===== src/rtl/uart_cmd_pkg.sv =====
package uart_cmd_pkg;

    typedef enum logic [2:0] {
        MISC_NONE   = 3'd0,
        MISC_MRPTR  = 3'd1,
        MISC_RXRST  = 3'd2,
        MISC_TXRST  = 3'd3,
        MISC_ERRCLR = 3'd4,
        MISC_BRKCLR = 3'd5,
        MISC_BRKON  = 3'd6,
        MISC_BRKOFF = 3'd7
    } misc_e;

    typedef enum logic [1:0] {
        TX_IDLE  = 2'd0,
        TX_SHIFT = 2'd1,
        TX_BREAK = 2'd2,
        TX_GAP   = 2'd3
    } tx_state_e;

    typedef struct packed {
        logic rx_on;
        logic rx_off;
        logic tx_on;
        logic tx_off;
        logic mr_rst;
        logic rx_rst;
        logic tx_rst;
        logic err_clr;
        logic brk_clr;
        logic brk_on;
        logic brk_off;
    } cmd_req_t;

endpackage


===== src/rtl/uart_cmd_decode.sv =====
module uart_cmd_decode
    import uart_cmd_pkg::*;
(
    input  logic       cmd_we,
    input  logic [7:0] cmd_data,
    output cmd_req_t   req
);
    localparam int MISC_N = 8;

    logic [MISC_N-1:0] misc_hot;
    logic              unused_rsvd;

    assign unused_rsvd = cmd_data[7];

    for (genvar i = 0; i < MISC_N; i++) begin : g_misc
        assign misc_hot[i] = cmd_we && (cmd_data[6:4] == 3'(i));
    end

    always_comb begin
        req         = '0;
        req.rx_on   = cmd_we && cmd_data[0];
        req.rx_off  = cmd_we && cmd_data[1];
        req.tx_on   = cmd_we && cmd_data[2];
        req.tx_off  = cmd_we && cmd_data[3];
        req.mr_rst  = misc_hot[MISC_MRPTR];
        req.rx_rst  = misc_hot[MISC_RXRST];
        req.tx_rst  = misc_hot[MISC_TXRST];
        req.err_clr = misc_hot[MISC_ERRCLR];
        req.brk_clr = misc_hot[MISC_BRKCLR];
        req.brk_on  = misc_hot[MISC_BRKON];
        req.brk_off = misc_hot[MISC_BRKOFF];
    end
endmodule


===== src/rtl/uart_bit_timer.sv =====
module uart_bit_timer #(
    parameter int OVS = 16
) (
    input  logic clk,
    input  logic rst_n,
    input  logic tick16,
    output logic bit_end
);
    localparam int CNT_W = (OVS > 1) ? $clog2(OVS) : 1;

    logic [CNT_W-1:0] sub_d, sub_q;

    assign bit_end = tick16 && (sub_q == CNT_W'(OVS - 1));

    always_comb begin
        sub_d = sub_q;
        if (tick16) begin
            sub_d = bit_end ? '0 : sub_q + 1'b1;
        end
    end

    always_ff @(posedge clk or negedge rst_n) begin
        if (!rst_n) sub_q <= '0;
        else        sub_q <= sub_d;
    end
endmodule


===== src/rtl/uart_tx_engine.sv =====
module uart_tx_engine
    import uart_cmd_pkg::*;
#(
    parameter int DATA_W = 8
) (
    input  logic              clk,
    input  logic              rst_n,
    input  logic              bit_end,
    input  cmd_req_t          req,
    input  logic              thr_we,
    input  logic [DATA_W-1:0] thr_data,
    output logic              txd,
    output logic              tx_rdy,
    output logic              tx_emt
);
    localparam int FRAME  = DATA_W + 2;
    localparam int BCNT_W = $clog2(FRAME + 1);

    typedef struct packed {
        tx_state_e         st;
        logic              en;
        logic              hold_v;
        logic [DATA_W-1:0] hold;
        logic [FRAME-1:0]  sh;
        logic [BCNT_W-1:0] left;
        logic              brk_pend;
        logic              brk_stop;
    } tx_reg_t;

    tx_reg_t r_d, r_q, rst_v;
    logic    go_next;

    always_comb begin
        rst_v          = '0;
        rst_v.st       = TX_IDLE;
        rst_v.sh       = '1;
    end

    always_comb begin
        r_d     = r_q;
        go_next = 1'b0;

        // shift pipeline, advanced on bit boundaries only
        unique case (r_q.st)
            TX_IDLE: begin
                go_next = bit_end;
            end
            TX_SHIFT: begin
                if (bit_end) begin
                    r_d.sh   = {1'b1, r_q.sh[FRAME-1:1]};
                    r_d.left = r_q.left - 1'b1;
                    go_next  = (r_q.left == BCNT_W'(1));
                end
            end
            TX_BREAK: begin
                if (bit_end && r_q.brk_stop) begin
                    r_d.st       = TX_GAP;
                    r_d.brk_stop = 1'b0;
                end
            end
            TX_GAP: begin
                go_next = bit_end;
            end
            default: r_d.st = TX_IDLE;
        endcase

        // next job: queued character first, then a pending break
        if (go_next) begin
            if (r_q.hold_v) begin
                r_d.sh     = {1'b1, r_q.hold, 1'b0};
                r_d.left   = BCNT_W'(FRAME);
                r_d.hold_v = 1'b0;
                r_d.st     = TX_SHIFT;
            end else if (r_q.brk_pend) begin
                r_d.brk_pend = 1'b0;
                r_d.brk_stop = 1'b0;
                r_d.st       = TX_BREAK;
            end else begin
                r_d.st = TX_IDLE;
            end
        end

        // character load
        if (thr_we && r_q.en && !r_q.hold_v) begin
            r_d.hold_v = 1'b1;
            r_d.hold   = thr_data;
        end

        // enable bits: disable dominates
        if (req.tx_off)     r_d.en = 1'b0;
        else if (req.tx_on) r_d.en = 1'b1;

        // break commands, judged against the updated state
        if (req.brk_off) begin
            r_d.brk_pend = 1'b0;
            if (r_d.st == TX_BREAK) r_d.brk_stop = 1'b1;
        end
        if (req.brk_on && r_d.en && (r_d.st != TX_BREAK)) begin
            r_d.brk_pend = 1'b1;
        end

        // transmitter reset overrides everything in the same write
        if (req.tx_rst) begin
            r_d = rst_v;
        end
    end

    always_ff @(posedge clk or negedge rst_n) begin
        if (!rst_n) r_q <= rst_v;
        else        r_q <= r_d;
    end

    always_comb begin
        unique case (r_q.st)
            TX_SHIFT: txd = r_q.sh[0];
            TX_BREAK: txd = 1'b0;
            default:  txd = 1'b1;
        endcase
    end

    assign tx_rdy = r_q.en && !r_q.hold_v;
    assign tx_emt = r_q.en && !r_q.hold_v && (r_q.st == TX_IDLE);
endmodule


===== src/rtl/uart_cmd_ctrl.sv =====
module uart_cmd_ctrl
    import uart_cmd_pkg::*;
#(
    parameter int DATA_W = 8,
    parameter int OVS    = 16
) (
    input  logic              clk,
    input  logic              rst_n,
    input  logic              tick16,
    input  logic              cmd_we,
    input  logic [7:0]        cmd_data,
    input  logic              thr_we,
    input  logic [DATA_W-1:0] thr_data,
    output logic              txd,
    output logic              tx_rdy,
    output logic              tx_emt,
    output logic              rx_en,
    output logic              rx_search,
    output logic              rx_reset,
    output logic              mr_ptr_rst,
    output logic              err_clr,
    output logic              brk_int_clr
);
    typedef struct packed {
        logic rx_en;
        logic search;
        logic rx_rst;
        logic mr_rst;
        logic err;
        logic brk;
    } ctl_reg_t;

    cmd_req_t req;
    logic     bit_end;
    ctl_reg_t c_d, c_q;

    uart_cmd_decode u_dec (
        .cmd_we   (cmd_we),
        .cmd_data (cmd_data),
        .req      (req)
    );

    uart_bit_timer #(.OVS(OVS)) u_tmr (
        .clk     (clk),
        .rst_n   (rst_n),
        .tick16  (tick16),
        .bit_end (bit_end)
    );

    uart_tx_engine #(.DATA_W(DATA_W)) u_tx (
        .clk      (clk),
        .rst_n    (rst_n),
        .bit_end  (bit_end),
        .req      (req),
        .thr_we   (thr_we),
        .thr_data (thr_data),
        .txd      (txd),
        .tx_rdy   (tx_rdy),
        .tx_emt   (tx_emt)
    );

    always_comb begin
        c_d        = c_q;
        c_d.mr_rst = req.mr_rst;
        c_d.rx_rst = req.rx_rst;
        c_d.err    = req.err_clr;
        c_d.brk    = req.brk_clr;
        c_d.search = req.rx_on && !req.rx_off && !req.rx_rst;
        if (req.rx_rst || req.rx_off) c_d.rx_en = 1'b0;
        else if (req.rx_on)           c_d.rx_en = 1'b1;
    end

    always_ff @(posedge clk or negedge rst_n) begin
        if (!rst_n) c_q <= '0;
        else        c_q <= c_d;
    end

    assign rx_en       = c_q.rx_en;
    assign rx_search   = c_q.search;
    assign rx_reset    = c_q.rx_rst;
    assign mr_ptr_rst  = c_q.mr_rst;
    assign err_clr     = c_q.err;
    assign brk_int_clr = c_q.brk;
endmodule


===== config.mk =====
export PLATFORM = sky130hd
export DESIGN_NAME = uart_cmd_ctrl
export DESIGN_NICKNAME = d
export VERILOG_FILES = /design/src/rtl/uart_cmd_pkg.sv /design/src/rtl/uart_cmd_decode.sv /design/src/rtl/uart_bit_timer.sv /design/src/rtl/uart_tx_engine.sv /design/src/rtl/uart_cmd_ctrl.sv
export SDC_FILE = /design/constraint.sdc
export NUM_CORES = 1
export LEC_CHECK = 0
export ABC_CLOCK_PERIOD_IN_PS = 3050
export CAP_MARGIN = 20
export CORE_ASPECT_RATIO = 0.75
export CORE_MARGIN = 3
export CORE_UTILIZATION = 33
export DETAILED_ROUTE_END_ITERATION = 10
export GPL_ROUTABILITY_DRIVEN = 0
export SYNTH_ARGS = -nofsm -noshare
export SYNTH_HDL_FRONTEND = slang
export SYNTH_SLANG_ARGS = --single-unit

===== constraint.sdc =====
create_clock -name clk -period 3.05 [get_ports clk]
set_input_delay 0.915 -clock clk [delete_from_list [all_inputs] [get_ports clk]]
set_output_delay 0.915 -clock clk [all_outputs]
set_load 0.01 [all_outputs]

* After elaboration in Yosys (flattened, before gate mapping)
Cells that the tools add are included.
Storage, ports and cells: register bits 38, bits in latches 0, RAM bits 0, bits in read-only memories 0, bits of input ports 21, output and inout bits 9, memories kept 0
Operators by class: add/subtract/negate cells 2, $mul 0, divide/modulo/power cells 0, order comparisons 0, equal/unequal tests 15, shifts and indexed selects 0, mux-type cells 27, bitwise logic cells 0, reduce and logical (&&, ||, !) cells 32
Operators by type and width (number):
- $mux W14 | 3
- $mux W28 | 1
- $logic_and A1 B1 Y1 | 21
- $mux W16 | 1
- $mux W2 | 7
- $eq A3 B3 Y1 const B | 4
- $mux W1 | 11
- $mux W9 | 1
- $eq A2 B2 Y1 const B | 3
- $eq A3 B2 Y1 const B | 2
- $add A4 B1 Y4 const B | 1
- $eq A4 B1 Y1 const B | 1
- $eq A4 B4 Y1 const B | 1
- $mux W4 | 1
- $ne A4 B4 Y1 const B | 1
- $pmux W1 S2 | 2
- $reduce_bool A2 Y1 | 2
- $reduce_bool A4 Y1 | 1
- $sub A4 B1 Y4 const B | 1
- $eq A3 B1 Y1 const B | 1
- $logic_not A1 Y1 | 3
- $reduce_bool A3 Y1 | 1
- $eq A2 B1 Y1 const B | 1
- $logic_not A2 Y1 | 1
- 4 further kinds | 4

* Logic depth before layout (Yosys ltp)
Gate-level depths: netlist of the first run.
depth in word-level cells 12, depth in mapped cells 9

* Modules after synthesis
Synthesis of the first run repeated with hierarchy kept, for this count alone.
Unflattened totals: cells, all modules 192, area, all modules 2052.0 sq um
By module, submodules not included:
- uart_tx_engine | instances 1, cells each 152, area each 1570.3 sq um, seq. area each 713.2 sq um
- uart_bit_timer | instances 1, cells each 19, area each 187.7 sq um, seq. area each 100.1 sq um
- uart_cmd_ctrl | instances 1, cells each 9, area each 176.4 sq um, seq. area each 150.1 sq um
- uart_cmd_decode | instances 1, cells each 12, area each 117.6 sq um, seq. area each 0.0 sq um

* Worst setup path before layout of the first run
Ideal clock, no wire load.
path type flip-flop to output port, start point register u_tx.r_q[24] (netlist name), end point output tx_emt, arrival 1079 ps, slack 1056 ps, cell stages (with the launch flop) 4, buffers on the path 1, path through dfrtp_1 > nor2b_1 > buf_1 > and2_1
On the way: cells in the longest elaborated chain, start to end 3
Ends and longest elaborated chain:
- start, declared | line uart_tx_engine.sv:30 | tx_reg_t r_d, r_q, rst_v;
- start signal, assigned | line uart_tx_engine.sv:109 | if (!rst_n) r_q <= rst_v;
- start signal, assigned | line uart_tx_engine.sv:110 | else r_q <= r_d;
- $logic_not A1 Y1
- $logic_and A1 B1 Y1
- named net tx_rdy | line uart_cmd_ctrl.sv:15 | output logic tx_rdy,
- $logic_and A1 B1 Y1 | line uart_tx_engine.sv:122 | assign tx_emt = r_q.en && !r_q.hold_v && (r_q.st == TX_IDLE);
- end, declared | line uart_cmd_ctrl.sv:16 | output logic tx_emt,
The timed path passes the listed nets, and every way through them passes these cells.

* Worst setup path after layout of the first run
start point register u_tx.r_q[27] (netlist name), end point output txd
On the way: cells in the longest elaborated chain, start to end 2, elaborated cells between the ends (all ways) 3, those cells by class 2 x eq/ne; 1 x mux
Ends and longest elaborated chain:
- $eq A2 B2 Y1 / $eq A2 B1 Y1 (equally long branches) | line uart_tx_engine.sv:114 | unique case (r_q.st)
- $pmux W1 S2 (*) | line uart_tx_engine.sv:114
- end, declared | line uart_cmd_ctrl.sv:14 | output logic txd,
Mark *: on every way between the ends. The rest lies on a longest branch, timed or not.

==> summary.md, run 1 <==
| Metric | Value |
|---|---|
| Drt total wl | `3.950 mm` |
| Net Count, Synth | `228` |
| Largest net degree at the start of global routing | `39` |
| Fin crit share | `approximately 91%` |
| Initial antenna violation count | `0` |
| Routed len/inst | `12.82 µm` |
| First-pass GRT wire length | `6.748 mm` |
| Area of the mapped netlist | `1873 µm²` |
| Crit path max fanout | `5` |
| CP Class | `reg2out` |
| Reg clk slew, reported paths | `0.08 ns` |
| Slowest Stage Delay on Critical Path | `around 0.56 ns` |
| Post-Synthesis Cells | `200` |
| Fillers | `557` |
| DRT iter0 DRCs | `74` |
| CP required | `2.13 ns` |
| Netlist cell types | `41` |
| Post-DRT Antenna Nets | `0` |
| Via count | `1481` |
| Number of diodes | `0` |
| Commonest non-fill, non-tap cell in the layout | `nand2_1` |
| Worst slew pin tran | `0.8338 ns` |
| Reg-to-reg endpoint | `u_tx.r_q[0]$_DFF_PN0_` |
| FF-to-FF setup slack | `about 1.0 ns` |
| GRT Util Overall | `between 10% and 20%` |
| Area Growth Syn to Fin | `26.45%` |
| Post-cts sizing count | `0` |
| Clk Latency, worst-skew pair | `approximately 0.28 ns` |
| Detailed Routing Iterations Pass 1 | `4` |
| Core area | `5410 µm²` |
| Multi-input logic area | `829.5 µm²` |
| Chip height | `71.25 µm` |
| Number of synthesized register bits | `38` |
| Final #Nets | `260` |
| Sequential cell area | `963.4 µm²` |
| CTS Hold Bufs | `0` |
| # DRC | `0` |
| Initial Util | `34.62%` |
| CTS sink cnt | `38` |
| Slowest CP cell | `clkdlybuf4s50_1` |
| Htree depth | `2` |
| Grt total ovfl | `0` |
| Setup crit start kind | `register` |
| CP arrival | `1.87 ns` |
| Die area | `roughly 6600 µm²` |
| Worst vdd rail ir drop | `about 420 µV` |
| Via-to-Cell Ratio | `between 4 and 5` |
| Critical Path, Cell by Cell | `inv_1 -> ha_1 -> mux2i_1 -> clkdlybuf4s50_1` |
| EDFF count, synth | `0` |
| Port Buffer Count | `28` |
| Clock buffer count from CTS | `5` |
| Worst reg2reg path startpoint | `u_tx.r_q[27]$_DFF_PN0_` |
| Clock skew | `0.008483 ns` |
| Total placed cells including tap cells | `300` |
| CTS Root Cell | `clkbuf_8` |
| Ys Warns | `0` |
| Fraction of registers with async set/reset | `100.0%` |
| Worst hold endpoint | `u_tx.r_q[23]$_DFFE_PN0P_` |
| Static Leak | `1.055 nW` |
| Max-slew headroom | `roughly 44%` |
| Syn avg cell area | `9.365 µm²` |
| Hold crit path type | `reg2reg` |
| Deepest clock path buffer count | `2` |
| Hold_sp | `u_tx.r_q[23]$_DFFE_PN0P_` |
| Placed wire-length estimate | `2.900 mm` |
| DIE WIDTH | `93.00 µm` |
| Setup-failing EPs final | `0` |
| CTS tree | `built` |
| Achievable Freq | `about 360 MHz` |
| Final Hold Fails | `0` |
| Register area share after synthesis | `51.44%` |
| Vias in the first global route | `1425` |
| Post-synth top flop | `dfrtp_1` |
| Setup Buffers After CTS | `0` |
| Setup TNS after final layout | `0 ns` |
| Top-Level Pins | `30` |
| MaxCap Viol Count | `0` |
| Most frequent cells in the layout | `nand2_1, dfrtp_1, clkdlybuf4s50_1, nor2_1, a21oi_1` |
| Total design power | `0.001901 W` |
| Min cycle time layout | `2.787 ns` |
| Fin cells | `308` |
| Outcome | `finished clean` |
| FP Rows | `23` |
| Unrepaired setup endpoints after global routing | `no` |
| Power per Cell Area | `802.6 nW/µm²` |
| Share of cells above drive strength 1 | `a little over an eighth` |
| Crit path capture type | `output pin` |
| Cell depth of the worst hold path | `2` |
| Max Slew Vio Count | `0` |
| R2r worst-path depth | `7` |
cells in the mapped netlist (2+ instances only):
master / count / area (µm²)
dfstp_2: 10 / 262.8
nand4_1: 3 / 18.77
a21oi_1: 16 / 80.08
nor2b_1: 2 / 12.51
ha_1: 7 / 87.58
nand3_1: 10 / 50.05
nor3_1: 3 / 15.01
dfrtp_1: 28 / 700.7
buf_6: 3 / 33.78
clkbuf_1: 3 / 11.26
nor2_1: 19 / 71.32
a211oi_1: 2 / 15.01
o21ai_1: 8 / 40.04
nand2b_1: 3 / 18.77
inv_1: 5 / 18.77
and3_1: 8 / 50.05
xnor2_1: 3 / 26.28
mux2_2: 2 / 22.52
nand2_1: 39 / 146.4
o21ai_0: 5 / 25.02
cell families (layout without fill, tap and decap cells):
group	Yosys count	count (layout)	share of synthesized area, %
AOI/OAI and AO/OA	38	38	11.69
buffers and inverters	14	47	4.275
DFF	38	38	51.44
adders and majority gates	7	7	4.676
muxes	3	3	1.737
xor gates and xnor gates	4	4	1.871
and+or+nand+nor	96	96	24.32
through the flow:
step,cell area (µm²),setup slack [ns],hold WS (ns),util [%]
after floorplan,1873,1.056,0.4643,-
after global placement,2226,0.5242,0.5056,41.14
after detailed placement,2226,0.4836,0.5091,41.14
after CTS,2369,0.2429,0.5252,43.78
after global routing,2369,0.1509,0.5479,43.78
final,2369,0.2632,0.5293,43.78
report_power, final:
part,switching [W],leakage [nW],internal [W]
Sequential,0.000126,0.471,0.000718
Combinational,0.000264,0.513,0.000268
Clock,0.000176,0.0714,0.000349
metal layers:
layer | part of all wire [%] | vias to the layer above | routed length, µm | GRT usage, %
li1 | - | 742 | - | -
met1 | 48 | 720 | 1913 | 18.87
met2 | 48 | 17 | 1890 | 19.23
met3 | 3.2 | 2 | 128 | 3.568
met4 | 0.46 | 0 | 18 | 1.951
met5 | 0 | - | 0 | 0
flip-flops by register name, summed over array words and instances, names as in the netlist:
register	count
mr_ptr_rst	1
rx_en	1
rx_search	1
u_tx.r_q	28
err_clr	1
u_tmr.sub_q	4
brk_int_clr	1
rx_reset	1
layout make-up:
cell class,count,share of cell area (%)
clock inverter,2,2.536
multi-input combinational,148,35.02
tap,75,3.962
clock buffer,6,3.487
sequential,38,40.68
timing repair buffer,34,13.52
inverter,5,0.7924
critical path, delay by kind of cell (launching register included):
family	cells	cell delay [ns]
flip-flops	1	0.44
multiplexers	1	0.21
adder cells (fa/ha/maj)	1	0.27
buffers and inverters	2	0.67
worst max-delay path by stage:
stage	start	end	slack, ns	cells past startpoint
5_1_grt	u_tx.r_q[27]$_DFF_PN0_	txd	0.15	4
3_3_place_gp	tick16	u_tx.r_q[0]$_DFF_PN0_	0.52	6
4_1_cts	u_tx.r_q[27]$_DFF_PN0_	txd	0.24	4
3_5_place_dp	tick16	u_tx.r_q[10]$_DFF_PN1_	0.48	7
2_1_floorplan	u_tx.r_q[24]$_DFFE_PN0P_	tx_emt	1.06	3
6_report	u_tx.r_q[27]$_DFF_PN0_	txd	0.26	4
No activity file was read; power rests on OpenSTA's default activity.
==> run 2, diff against run 1 <==
ABC_CLOCK_PERIOD_IN_PS = 3400   (was 3050)
CAP_MARGIN = 10   (was 20)
MAX_ROUTING_LAYER = met4   (was not set)
clock period = 3.4 ns   (was 3.05 ns; I/O delays follow)
==> summary.md, run 2 (synthesized netlist as in run 1, its figures left out) <==
| Metric | Value |
|---|---|
| Max-slew headroom | `44.09% (-0.32 points)` |
| Worst vdd rail ir drop | `388.3 µV (-7.5%)` |
| Chip height | `71.25 µm (unchanged)` |
| Power per Cell Area | `672.2 nW/µm² (-16%)` |
| Crit path capture type | `output pin` |
| Final Hold Fails | `0 (unchanged)` |
| DRT iter0 DRCs | `67 (-9.5%)` |
| Initial Util | `34.62% (unchanged)` |
| GRT Util Overall | `13.06% (+0.28 points)` |
| Setup Buffers After CTS | `0 (unchanged)` |
| FF-to-FF setup slack | `1.18 ns (+0.14 ns)` |
| Core area | `5410 µm² (unchanged)` |
| Reg clk slew, reported paths | `0.07 ns (about the same)` |
| FP Rows | `23 (unchanged)` |
| Share of cells above drive strength 1 | `12.17% (-1.6 points)` |
| Placed wire-length estimate | `2.852 mm (-1.7%)` |
| Post-cts sizing count | `0 (unchanged)` |
| Post-placement cell area | `2203 µm² (-1.0%)` |
| Unrepaired setup endpoints after global routing | `no` |
| Top Registers | `u_tx.r_q (28), u_tmr.sub_q (4)` |
| Number of diodes | `0 (unchanged)` |
| Outcome | `finished clean` |
| Post-DRT Antenna Nets | `0 (unchanged)` |
| Met1 WL | `2.018 mm (+5.5%)` |
| Fin crit share | `83.81%` |
| CTS sink cnt | `38 (unchanged)` |
| Top sig layer | `met4` |
| Largest net degree at the start of global routing | `39 (unchanged)` |
| Most frequent cells in the layout | `nand2_1, dfrtp_1, clkdlybuf4s50_1, nor2_1, a21oi_1` |
| Via count | `1453 (-1.9%)` |
| Hold_sp | `u_tmr.sub_q[3]$_DFFE_PN0P_` |
| Top-Level Pins | `30 (unchanged)` |
| Largest register by flop count | `u_tx.r_q` |
| Setup TNS after final layout | `0 ns (unchanged)` |
| Max Slew Vio Count | `0 (unchanged)` |
| Worst reg2reg path startpoint | `u_tx.r_q[27]$_DFF_PN0_` |
| First-pass GRT wire length | `6.658 mm (-1.3%)` |
| MaxCap Viol Count | `0 (unchanged)` |
| Clk Latency, worst-skew pair | `0.28 ns (about the same)` |
| CP Class | `reg2out` |
| Htree depth | `2 (unchanged)` |
| # DRC | `0 (unchanged)` |
| CP required | `2.38 ns (+0.25 ns)` |
| Setup-failing EPs final | `0 (unchanged)` |
| Worst slack, placed | `0.3082 ns (-0.1754 ns)` |
| Area Growth Syn to Fin | `22.51%` |
| DIE WIDTH | `93.00 µm (unchanged)` |
| Hold crit path type | `reg2reg` |
| Commonest non-fill, non-tap cell in the layout | `nand2_1` |
| CTS tree | `built` |
| Worst slew pin tran | `0.8386 ns (+0.004758 ns)` |
| Die area | `6625 µm² (unchanged)` |
| Detailed Routing Iterations Pass 1 | `4 (unchanged)` |
| Fillers | `562 (+0.90%)` |
| Final WS setup | `0.5505 ns (+0.2873 ns)` |
| Clock skew | `0.004682 ns (-0.003801 ns)` |
| R2r worst-path depth | `7 (unchanged)` |
| Clock buffer count from CTS | `5 (unchanged)` |
| Via-to-Cell Ratio | `4.764 (-0.93%)` |
| Routed len/inst | `12.79 µm (-0.27%)` |
| Worst hold endpoint | `u_tmr.sub_q[3]$_DFFE_PN0P_` |
| Met3 wire len | `122 µm (-4.7%)` |
| CTS Hold Bufs | `0 (unchanged)` |
| CP arrival | `1.83 ns (-0.04 ns)` |
| Crit path max fanout | `5 (unchanged)` |
| Reg-to-reg endpoint | `u_tx.r_q[12]$_DFF_PN1_` |
| Vias in the first global route | `1350 (-5.3%)` |
| Setup crit start kind | `register` |
| Port Buffer Count | `28 (unchanged)` |
| Drt total wl | `3.901 mm (-1.2%)` |
| Metal2 WL | `1.750 mm (-7.4%)` |
| Achievable Freq | `~350 MHz` |
| Min cycle time layout | `approximately 2.8 ns` |
| Finished Cell Area | `2295 µm² (-3.1%)` |
| Max FFs per register | `28 (unchanged)` |
| Grt total ovfl | `0 (unchanged)` |
| Cell depth of the worst hold path | `1 (-1)` |
| Static Leak | `1.017 nW (-3.6%)` |
| CTS Root Cell | `clkbuf_8` |
| Final #Nets | `257 (-1.2%)` |
| Deepest clock path buffer count | `2 (unchanged)` |
| Initial antenna violation count | `0 (unchanged)` |
## run 2: layout make-up
class | count | area (µm²) | area share (%)
Sequential cell | 38 | 963.4 | 41.98
Multi-Input combinational cell | 148 | 829.5 | 36.15
Timing Repair Buffer | 31 | 297.8 | 12.98
Tap cell | 75 | 93.84 | 4.089
Clock buffer | 7 | 86.33 | 3.762
Inverter | 5 | 18.77 | 0.8179
Clock inverter | 1 | 5.005 | 0.2181
## run 2: worst max path at each step
| stage | start | to | cells after the start |
|---|---|---|---|
| floorplan | u_tx.r_q[24]$_DFFE_PN0P_ | tx_emt | 3 |
| global placement | tick16 | u_tx.r_q[9]$_DFF_PN1_ | 6 |
| detailed placement | tick16 | u_tx.r_q[12]$_DFF_PN1_ | 6 |
| CTS | u_tx.r_q[27]$_DFF_PN0_ | txd | 4 |
| global route | u_tx.r_q[27]$_DFF_PN0_ | txd | 4 |
| finish | u_tx.r_q[27]$_DFF_PN0_ | txd | 4 |
## run 2: where the power goes
part | total, W | switching (W) | internal [W]
sequential | 0.000759 | 0.000114 | 0.000644
combinational | 0.000468 | 0.000231 | 0.000238
clock | 0.000316 | 0.000152 | 0.000164
## run 2: per-stage QoR
| step | utilization, % | std cells | hold slack [ns] | power (W) |
|---|---|---|---|---|
| floorplan | - | 200 | 0.4643 | 0.001080 |
| global placement | 40.73 | 297 | 0.5018 | 0.001225 |
| detailed placement | 40.73 | 297 | 0.5006 | 0.001240 |
| CTS | 42.41 | 305 | 0.5124 | 0.001561 |
| global route | 42.41 | 305 | 0.5367 | 0.001677 |
| finish | 42.41 | 305 | 0.5182 | 0.001543 |
## run 2: critical path: stages (launching register included)
cell             delay [ns]
dfrtp_1                0.43
inv_1                  0.09
ha_1                   0.26
mux2i_1                0.21
clkdlybuf4s50_1        0.56
## run 2: metal layers
layer / global-route usage [%] / vias to the layer above
li1: - / 737
met1: 19.29 / 700
met2: 18.44 / 14
met3: 3.148 / 2
met4: 2.439 / 0
met5: - / -
==> run 3, diff against run 2 <==
ABC_CLOCK_PERIOD_IN_PS = 2350   (was 3400)
clock period = 2.35 ns   (was 3.4 ns; I/O delays follow)
==> summary.md, run 3 (synthesized netlist as in run 1, its figures left out) <==
| Metric | Value |
|---|---|
| CTS tree | `built` |
| Achievable Freq | `about 440 MHz` |
| # DRC | `0 (unchanged)` |
| Via-to-Cell Ratio | `4.625 (-2.9%)` |
| CTS Root Cell | `clkbuf_8` |
| First-pass GRT wire length | `6.693 mm (+0.53%)` |
| CP arrival | `1.56 ns (-0.27 ns)` |
| Share of cells above drive strength 1 | `17.55% (+5.4 points)` |
| Deepest clock path buffer count | `2 (unchanged)` |
| Setup TNS after final layout | `0 ns (unchanged)` |
| Power per Cell Area | `944.4 nW/µm² (+40%)` |
| Largest net degree at the start of global routing | `39 (unchanged)` |
| FF-to-FF setup slack | `0.26 ns (-0.92 ns)` |
| Outcome | `finished clean` |
| Placed wire-length estimate | `2.945 mm (+3.3%)` |
| CP required | `1.64 ns (-0.74 ns)` |
| Hold crit path type | `in2async` |
| Via count | `1480 (+1.9%)` |
| Core area | `5410 µm² (unchanged)` |
| Most frequent cells in the layout | `nand2_1, dfrtp_1, clkdlybuf4s50_1, nor2_1, buf_4` |
| Seq pwr share | `47.7% (-1.5 points)` |
| Sw Ratio | `32.15% (-0.060 points)` |
| Largest register by flop count | `u_tx.r_q` |
| Worst vdd rail ir drop | `516.4 µV (+33%)` |
| Crit path max fanout | `5 (unchanged)` |
| Clock network fraction of design power | `20.3% (-0.2 points)` |
| Slowest Stage Delay on Critical Path | `0.53 ns (-0.03 ns)` |
| CTS Hold Bufs | `0 (unchanged)` |
| Htree depth | `2 (unchanged)` |
| Chip height | `71.25 µm (unchanged)` |
| Detailed Routing Iterations Pass 1 | `4 (unchanged)` |
| Grt total ovfl | `0 (unchanged)` |
| Clock buffer count from CTS | `5 (unchanged)` |
| Routed len/inst | `12.48 µm (-2.5%)` |
| Slowest CP cell | `clkdlybuf4s50_1` |
| Fin crit share | `a little over nine tenths` |
| Post-DRT Antenna Nets | `0 (unchanged)` |
| CP Class | `reg2out` |
| Worst slew pin tran | `0.4155 ns (-0.4231 ns)` |
| Vias in the first global route | `1394 (+3.3%)` |
| Final Hold Fails | `0 (unchanged)` |
| Critical Path, Cell by Cell | `nor2b_1 -> buf_4 -> clkdlybuf4s50_1` |
| Top-Level Pins | `30 (unchanged)` |
| Area Growth Syn to Fin | `29.26%` |
| Combinational share of power | `32.1% (+1.7 points)` |
| Fillers | `542 (-3.6%)` |
| MaxCap Viol Count | `0 (unchanged)` |
| Drt total wl | `3.992 mm (+2.3%)` |
| Fin cells | `320 (+4.9%)` |
| Number of diodes | `0 (unchanged)` |
| Max FFs per register | `28 (unchanged)` |
| Max-slew headroom | `72.30% (+28 points)` |
| Fin util | `44.75% (+2.3 points)` |
| Commonest non-fill, non-tap cell in the layout | `nand2_1` |
| DRT iter0 DRCs | `134 (+100%)` |
| Port Buffer Count | `28 (unchanged)` |
| Clock skew | `0.003243 ns (-0.001439 ns)` |
| Reg clk slew, reported paths | `0.07 ns (about the same)` |
| Total net switching power | `0.0007352 W (+48%)` |
| CTS sink cnt | `38 (unchanged)` |
| Min cycle time layout | `2.261 ns` |
| Setup crit start kind | `register` |
| DIE WIDTH | `93.00 µm (unchanged)` |
| FP Rows | `23 (unchanged)` |
| Die area | `6625 µm² (unchanged)` |
| Top Registers | `u_tx.r_q (28), u_tmr.sub_q (4)` |
| Unrepaired setup endpoints after global routing | `no` |
| Finished Cell Area | `2421 µm² (+5.5%)` |
| Initial antenna violation count | `0 (unchanged)` |
| Setup-failing EPs final | `0 (unchanged)` |
| Cell-internal power | `0.001551 W (+48%)` |
| Clk Latency, worst-skew pair | `0.29 ns (about the same)` |
| Initial Util | `34.62% (unchanged)` |
| Total placed cells including tap cells | `309 (+4.0%)` |
| Crit path capture type | `output pin` |
| Final #Nets | `272 (+5.8%)` |
| Post-placement cell area | `2306 µm² (+4.7%)` |
| Max Slew Vio Count | `0 (unchanged)` |
| GRT Util Overall | `13.30% (+0.24 points)` |
| Static Leak | `1.109 nW (+9.1%)` |
-- run 3: cell types whose count changed in the layout (fill, tap and decap cells not counted) --
| cell | delta |
|---|---|
| buf_12 | +1 |
| buf_4 | +14 |
| clkdlybuf4s50_1 | -2 |
| dlygate4sd2_1 | +1 |
| dlymetal6s2s_1 | +1 |
-- run 3: final timing paths --
kind,startpoint,endpoint,depth (start not counted)
max in group asynchronous,rst_n,u_tx.r_q[10]$_DFF_PN1_,2
min in group clk,u_tmr.sub_q[3]$_DFFE_PN0P_,u_tmr.sub_q[3]$_DFFE_PN0P_,1
setup / recovery,u_tx.r_q[24]$_DFFE_PN0P_,tx_rdy,3
setup reg to reg,u_tx.r_q[27]$_DFF_PN0_,u_tx.r_q[0]$_DFF_PN0_,8
hold reg to reg,u_tmr.sub_q[3]$_DFFE_PN0P_,u_tmr.sub_q[3]$_DFFE_PN0P_,1
hold / removal,rst_n,rx_en$_DFFE_PN0P_,2
-- run 3: power groups by stage --
stage | Clock (W) | Combinational [W] | Sequential [W]
floorplan | 0 | 0.000497 | 0.00107
global placement | 0 | 0.000707 | 0.00110
detailed placement | 0 | 0.000721 | 0.00110
CTS | 0.000478 | 0.000716 | 0.00109
global route | 0.000502 | 0.000845 | 0.00112
finish | 0.000463 | 0.000733 | 0.00109
-- run 3: final cells by class --
cell class,count,area (µm²),share of cell area (%)
Clock buffer,7,86.33,3.566
Tap cell,75,93.84,3.876
Clock inverter,1,5.005,0.2067
Inverter,5,18.77,0.7752
Sequential cell,38,963.4,39.79
Timing Repair Buffer,46,424.2,17.52
Multi-Input combinational cell,148,829.5,34.26
-- run 3: routing by layer --
metal	up-vias	GRT usage, %	part of all wire [%]
met3	5	3.148	2.6
met5	-	-	0
met1	692	19.72	54
met2	15	18.04	42
met4	0	3.902	1.1
li1	768	-	-
-- run 3: timing repair --
action / 4_1_cts / 5_1_grt
pin swaps: 0 / 0
buffers inserted: 0 / 3
endpoints found under the setup margin: 1 / 2
resized for setup: 1 / 1
hold endpoints to repair: 0 / 0
-- run 3: through the flow --
stage,setup slack [ns],power (W),hold WS (ns)
6_report,0.08910,0.002287,0.3712
5_1_grt,0.003113,0.002462,0.3786
4_1_cts,0.008374,0.002285,0.3706
3_5_place_dp,-0.01690,0.001823,0.4999
3_3_place_gp,0.01088,0.001808,0.4967
2_1_floorplan,0.5664,0.001563,0.4094
-- run 3: worst max-delay path, delay by kind of cell, from the launching register on --
kind	cells	cell delay [ns]
simple gates	1	0.16
buf+inv	2	0.68
flops	1	0.43
